## src/rtl/wdog_timer.sv

```systemverilog
module wdog_timer #(
  parameter int          ADDR_W    = 8,
  parameter int          PRESCALE  = 24,
  parameter logic [31:0] INIT_LOAD = 32'h014F_B180,
  parameter logic [15:0] KICK_KEY  = 16'h4755
) (
  input  logic              clk,
  input  logic              rst_n,
  input  logic              wr_en,
  input  logic [ADDR_W-1:0] addr,
  input  logic [31:0]       wdata,
  output logic [31:0]       rdata,
  input  logic              mem_hold,
  output logic              reset_req,
  output logic              irq
);

  localparam int PW = (PRESCALE > 1) ? $clog2(PRESCALE) : 1;
  localparam logic [ADDR_W-1:0] A_CNT  = ADDR_W'(8'h00);
  localparam logic [ADDR_W-1:0] A_LOAD = ADDR_W'(8'h04);
  localparam logic [ADDR_W-1:0] A_KICK = ADDR_W'(8'h08);
  localparam logic [ADDR_W-1:0] A_CTRL = ADDR_W'(8'h0C);
  localparam logic [31:0] CTRL_SET = 32'h0000_0010;
  localparam logic [31:0] CTRL_CLR = 32'h0000_0F00;
  localparam logic [PW-1:0] PRE_LAST = PW'(PRESCALE - 1);

  logic [31:0]   count_q, load_q, ctrl_q;
  logic          run_q;
  logic [PW-1:0] pre_q;

  wire wr_load = wr_en && (addr == A_LOAD);
  wire wr_kick = wr_en && (addr == A_KICK);
  wire wr_ctrl = wr_en && (addr == A_CTRL);
  wire kick_ok = wr_kick && (wdata[15:0] == KICK_KEY);

  wire [31:0] ctrl_new = (wdata & ~CTRL_CLR) | CTRL_SET;

  wire start = (wr_ctrl && ctrl_new[0] && !ctrl_q[0]) || (kick_ok && ctrl_q[0]);
  wire stop  = wr_ctrl && !ctrl_new[0] && ctrl_q[0];

  wire pre_end = (pre_q == PRE_LAST);
  wire tick    = ctrl_q[4] ? pre_end : 1'b1;
  wire last    = (count_q <= 32'd1);

  always_ff @(posedge clk or negedge rst_n) begin
    if (!rst_n) begin
      count_q   <= INIT_LOAD;
      load_q    <= INIT_LOAD;
      ctrl_q    <= CTRL_SET;
      run_q     <= 1'b0;
      pre_q     <= '0;
      reset_req <= 1'b0;
      irq       <= 1'b0;
    end else begin
      reset_req <= 1'b0;
      if (wr_load) load_q <= wdata;
      if (wr_ctrl) ctrl_q <= ctrl_new;
      if (kick_ok) begin
        count_q <= load_q;
        irq     <= 1'b0;
      end
      if (start) begin
        run_q   <= 1'b1;
        pre_q   <= '0;
        count_q <= load_q;
      end else if (stop) begin
        run_q <= 1'b0;
        pre_q <= '0;
      end else if (run_q) begin
        pre_q <= pre_end ? '0 : pre_q + 1'b1;
        if (tick) begin
          if (last) begin
            count_q <= '0;
            run_q   <= 1'b0;
            pre_q   <= '0;
            if (mem_hold) begin
              ctrl_q <= '0;
            end else begin
              reset_req <= ctrl_q[1];
              if (ctrl_q[2]) irq <= 1'b1;
            end
          end else begin
            count_q <= count_q - 32'd1;
          end
        end
      end
    end
  end

  always_comb begin
    case (addr)
      A_CNT:   rdata = count_q;
      A_LOAD:  rdata = load_q;
      A_CTRL:  rdata = ctrl_q;
      default: rdata = '0;
    endcase
  end

endmodule

```

## config.mk

```make
export PLATFORM = sky130hd
export DESIGN_NAME = wdog_timer
export DESIGN_NICKNAME = d
export VERILOG_FILES = /design/src/rtl/wdog_timer.sv
export SDC_FILE = /design/constraint.sdc
export NUM_CORES = 1
export LEC_CHECK = 0
export BUFFER_PORTS_ARGS = -buffer_cell sky130_fd_sc_hd__buf_2
export CORE_ASPECT_RATIO = 0.5
export CORE_MARGIN = 1.5
export CORE_UTILIZATION = 35
export DETAILED_ROUTE_END_ITERATION = 10
export PLACE_DENSITY = 0.51
export SYNTH_ARGS = -nofsm -noshare
export SYNTH_HDL_FRONTEND = slang
export SYNTH_SLANG_ARGS = --single-unit
```

## constraint.sdc

```tcl
create_clock -name clk -period 6.71 [get_ports clk]
set_input_delay 1.342 -clock clk [delete_from_list [all_inputs] [get_ports clk]]
set_output_delay 1.342 -clock clk [all_outputs]
set_load 0.005 [all_outputs]
```

==> flow_metrics.py <==
metrics = {
    "cells_and_area": {
        "mostFrequentLayoutCells": "93 x sky130_fd_sc_hd__nor2_1, 81 x sky130_fd_sc_hd__dfrtp_1, 76 x sky130_fd_sc_hd__buf_2",
        "final_nets": 748,
        "antenna_cells": 0,
        "area.growth.synth_to_final_pct": 14.9,
        "layout_commonest_cell": "sky130_fd_sc_hd__nor2_1",
        "ratio_of_cells_with_drive_above_1_in_the_final_layout_pct": 24.4,
        "nFillCells": 1680,
    },
    "timing": {
        "fin_skew_ns": 0.00954,
        "hold_ws_ns": 0.485,
        "maximum_achievable_frequency_mhz": 201,
        "max_slew_margin_pct": 17.8,
        "tns_ns": 0,
        "timing_worst_slew_pin_value_ns": 1.23,
        "post_route_clock_period_utilization_pct": 74.0,
        "setup_viol": 0,
        "rsz_0062_raised_after_global_routing": "no",
        "time_the_worst_path_needs_with_i_o_delays_and_setup_ns": 4.96,
        "finalMaxSlewViolations": 0,
        "finalWorstSetupSlack_ns": 1.75,
        "final_hold_violating_endpoints": 0,
    },
    "setup_path": {
        "critical-path-slowest-cell": "sky130_fd_sc_hd__buf_2",
        "timing.critical_path.cells": "buf_2 > and2_1 > buf_4 > a21oi_1 > nor2_1 > buf_2",
        "cpMostUsedCell": "sky130_fd_sc_hd__buf_2",
        "critPathBufInv": 3,
        "worstSetupEndpointType": "primary output",
        "cp_top_family": "buffers and inverters",
        "setup.worst_path.class": "primary input to primary output",
        "sort_of_element_at_the_start_of_the_critical_path": "primary input",
        "worst_ep_required_time_ns": 5.37,
        "max_stage_delay_ns": 0.80,
        "critPathArrivalTime_ns": 3.62,
        "timing.critical_path.fanout_max": 36,
    },
    "synthesis": {
        "synth.net_count": 689,
        "post_synth_num_cell_types": 65,
        "synth_top_flop_cell": "sky130_fd_sc_hd__dfrtp_1",
        "count_of_flip_flops_with_a_built_in_enable_after_synthesis": 0,
        "ys.warnings.count": 0,
        "synth-async-reset-ratio_pct": 100,
        "netlist_area_before_placement_um2": 5990,
        "ys_seq_area_share_pct": 43.9,
        "synth.avg_cell_area_um2": 9.34,
        "synth-seq-cells": 104,
        "synthCells": 642,
    },
    "power": {
        "pwr-share-seq_pct": 43.7,
        "power.share.combinational_pct": 31.3,
        "switchingPower_uw": 791,
        "power.share.clock_pct": 25.1,
        "vdd.ir_drop.worst_v": 0.000144,
        "switching_share_pct": 38.2,
        "power_per_cell_area_nw_per_um2": 301,
        "cellLeakagePower_uw": 0.00303,
        "internal-power_uw": 1280,
    },
    "place": {
        "place_congestion": 0.852,
        "hpwlAfterDp_um": 13300,
        "placement.setup.worst_slack_ns": 1.75,
        "placement.io_buffers": 77,
    },
    "cts": {
        "post_cts.repair.setup_buffers": 0,
        "clock_sinks": 104,
        "worst_skew_pair_later_pin_latency_ns": 0.36,
        "hold_buffers": 0,
        "number_of_buffers_on_the_longest_clock_path": 2,
        "cts_made_buffers": 9,
        "htreeDepth": 3,
        "cts-resized-gates": 0,
        "root_driver": "sky130_fd_sc_hd__clkbuf_16",
        "tritoncts": "done",
        "worst_setup_hold_path_clk_slew_ns": 0.07,
    },
    "floorplanning": {
        "die-width_um": 188,
        "core.rowCount": 33,
        "floorplan.initialDensity_pct": 36.2,
        "io_pins": 78,
        "placeableCoreArea_um2": 16600,
        "die_y_um": 95.5,
        "fp.dieArea_um2": 18000,
    },
    "routing": {
        "top_signal_layer_used": "met4",
        "routedLengthMet1_um": 10600,
        "drt-vias-per-instance": 5.74,
        "final_antenna_net_count": 0,
        "detail_route.wl_per_cell_um": 20.3,
        "finalWirelength_um": 18900,
        "met3_wirelength_um": 886,
        "detail_route.iter0.violations": 353,
        "firstDrtPassIters": 5,
        "vias": 5354,
        "dr_wl_met2_um": 7290,
        "number_of_remaining_drc_errors": 0,
    },
    "global_route": {
        "grt_start_max_net_pins": 55,
        "number_of_antenna_violations_at_the_first_check_in_global_routing": 0,
        "grt_pass1_wl_um": 30300,
        "grt_util_all_layers_pct": 22.2,
        "first_global_vias": 5083,
        "grt_remaining_overflow": 0,
    },
    "run": {
        "cap_violations": 0,
    },
    "outcome": {
        "outcome": "finished, final reports clean",
    },
    "hold_path": {
        "min_path_type": "flop to flop",
    },
}
synthesized netlist by cell type, drive strengths merged, types with 2 or more instances:
cell / count / area share (%)
o21a: 2 / 0.25
nand4b: 3 / 0.44
and3: 3 / 0.31
a32oi: 8 / 1.2
or2: 3 / 0.31
clkbuf: 32 / 2.0
nand3b: 2 / 0.25
a22o: 28 / 4.1
or4: 7 / 0.88
o21bai: 2 / 0.25
nor3: 14 / 1.4
o32ai: 2 / 0.29
a2111oi: 2 / 0.61
mux2: 32 / 6.0
nand3: 13 / 1.1
mux2i: 32 / 5.3
a22oi: 4 / 0.50
dfstp: 23 / 10
nand2: 39 / 2.4
and4: 3 / 0.44
ha: 3 / 0.63
o21ai: 38 / 3.2
and4b: 3 / 0.50
nand2b: 2 / 0.21
a21boi: 2 / 0.25
or3: 2 / 0.21
dfrtp: 81 / 34
inv: 5 / 0.31
nor4b: 5 / 0.73
a21oi: 61 / 5.2
xor2: 3 / 0.44
nor3b: 5 / 0.79
and2: 8 / 0.83
o31ai: 8 / 1.0
buf: 10 / 0.75
or4b: 2 / 0.33
nor2: 94 / 5.9
a31oi: 2 / 0.21
a211oi: 5 / 0.63
nor4: 17 / 1.9
o31a: 2 / 0.29
nand4: 7 / 0.98
o22ai: 11 / 1.1
cell families after synthesis:
kind of cell	share of synthesized area, %
compound gates	20.2
fa+ha+maj	0.626
mux	11.4
xor+xnor	0.585
flops	43.9
buf+inv	3.07
simple gates	20.3
layout make-up:
| class | count | area (um2) | area share (%) |
|---|---|---|---|
| well taps | 227 | 284 | 4.12 |
| repair buffers | 90 | 485 | 7.05 |
| clock inverters | 4 | 30.0 | 0.436 |
| multi-input cells | 491 | 3180 | 46.2 |
| flip-flops and latches | 104 | 2630 | 38.2 |
| clock buffers | 12 | 256 | 3.72 |
| inverters | 5 | 18.8 | 0.272 |
worst min-delay path: stages, from the launching register on:
cell,delay (ns)
sky130_fd_sc_hd__dfstp_2,0.38
sky130_fd_sc_hd__nand2_1,0.04
sky130_fd_sc_hd__o21ai_0,0.06
layer usage:
metal,GRT usage [%],vias to the layer above
met4,3.67,0
met3,4.16,10
met2,30.0,140
li1,-,2527
met1,35.8,2677
met5,0,-
registers in the layout (all words and copies together) (netlist names):
name and count:
count_q 32, ctrl_q 32, load_q 32, pre_q 5
irq 1, reset_req 1, run_q 1
stage by stage:
step | total power (uW) | cells | util [%] | area (um2)
after floorplan | 1340 | 642 | - | 5990
after global placement | 1540 | 917 | 39.9 | 6600
after detailed placement | 1550 | 917 | 39.9 | 6600
after CTS | 2080 | 933 | 41.6 | 6890
after global routing | 2220 | 933 | 41.6 | 6890
final | 2070 | 933 | 41.6 | 6890
worst paths after layout:
kind                             from          end  slack (ns)  cells past startpoint
min in group asynchronous       rst_n    reset_req        1.02                      1
setup / recovery              addr[2]     rdata[0]        1.75                      6
max in group asynchronous       rst_n  count_q[14]        4.52                      2
hold reg to reg             load_q[7]   count_q[7]        0.49                      2
hold / removal              load_q[7]   count_q[7]        0.49                      2
setup reg to reg           count_q[6]  count_q[23]        3.45                      6
power by group through the flow:
stage / Clock (uW) / Combinational, uW / Sequential (uW)
final: 519 / 648 / 904
after detailed placement: 0 / 636 / 911
after floorplan: 0 / 493 / 845
after global placement: 0 / 628 / 909
after CTS: 535 / 640 / 901
after global routing: 561 / 724 / 929
No activity file was read; power rests on OpenSTA's default activity.
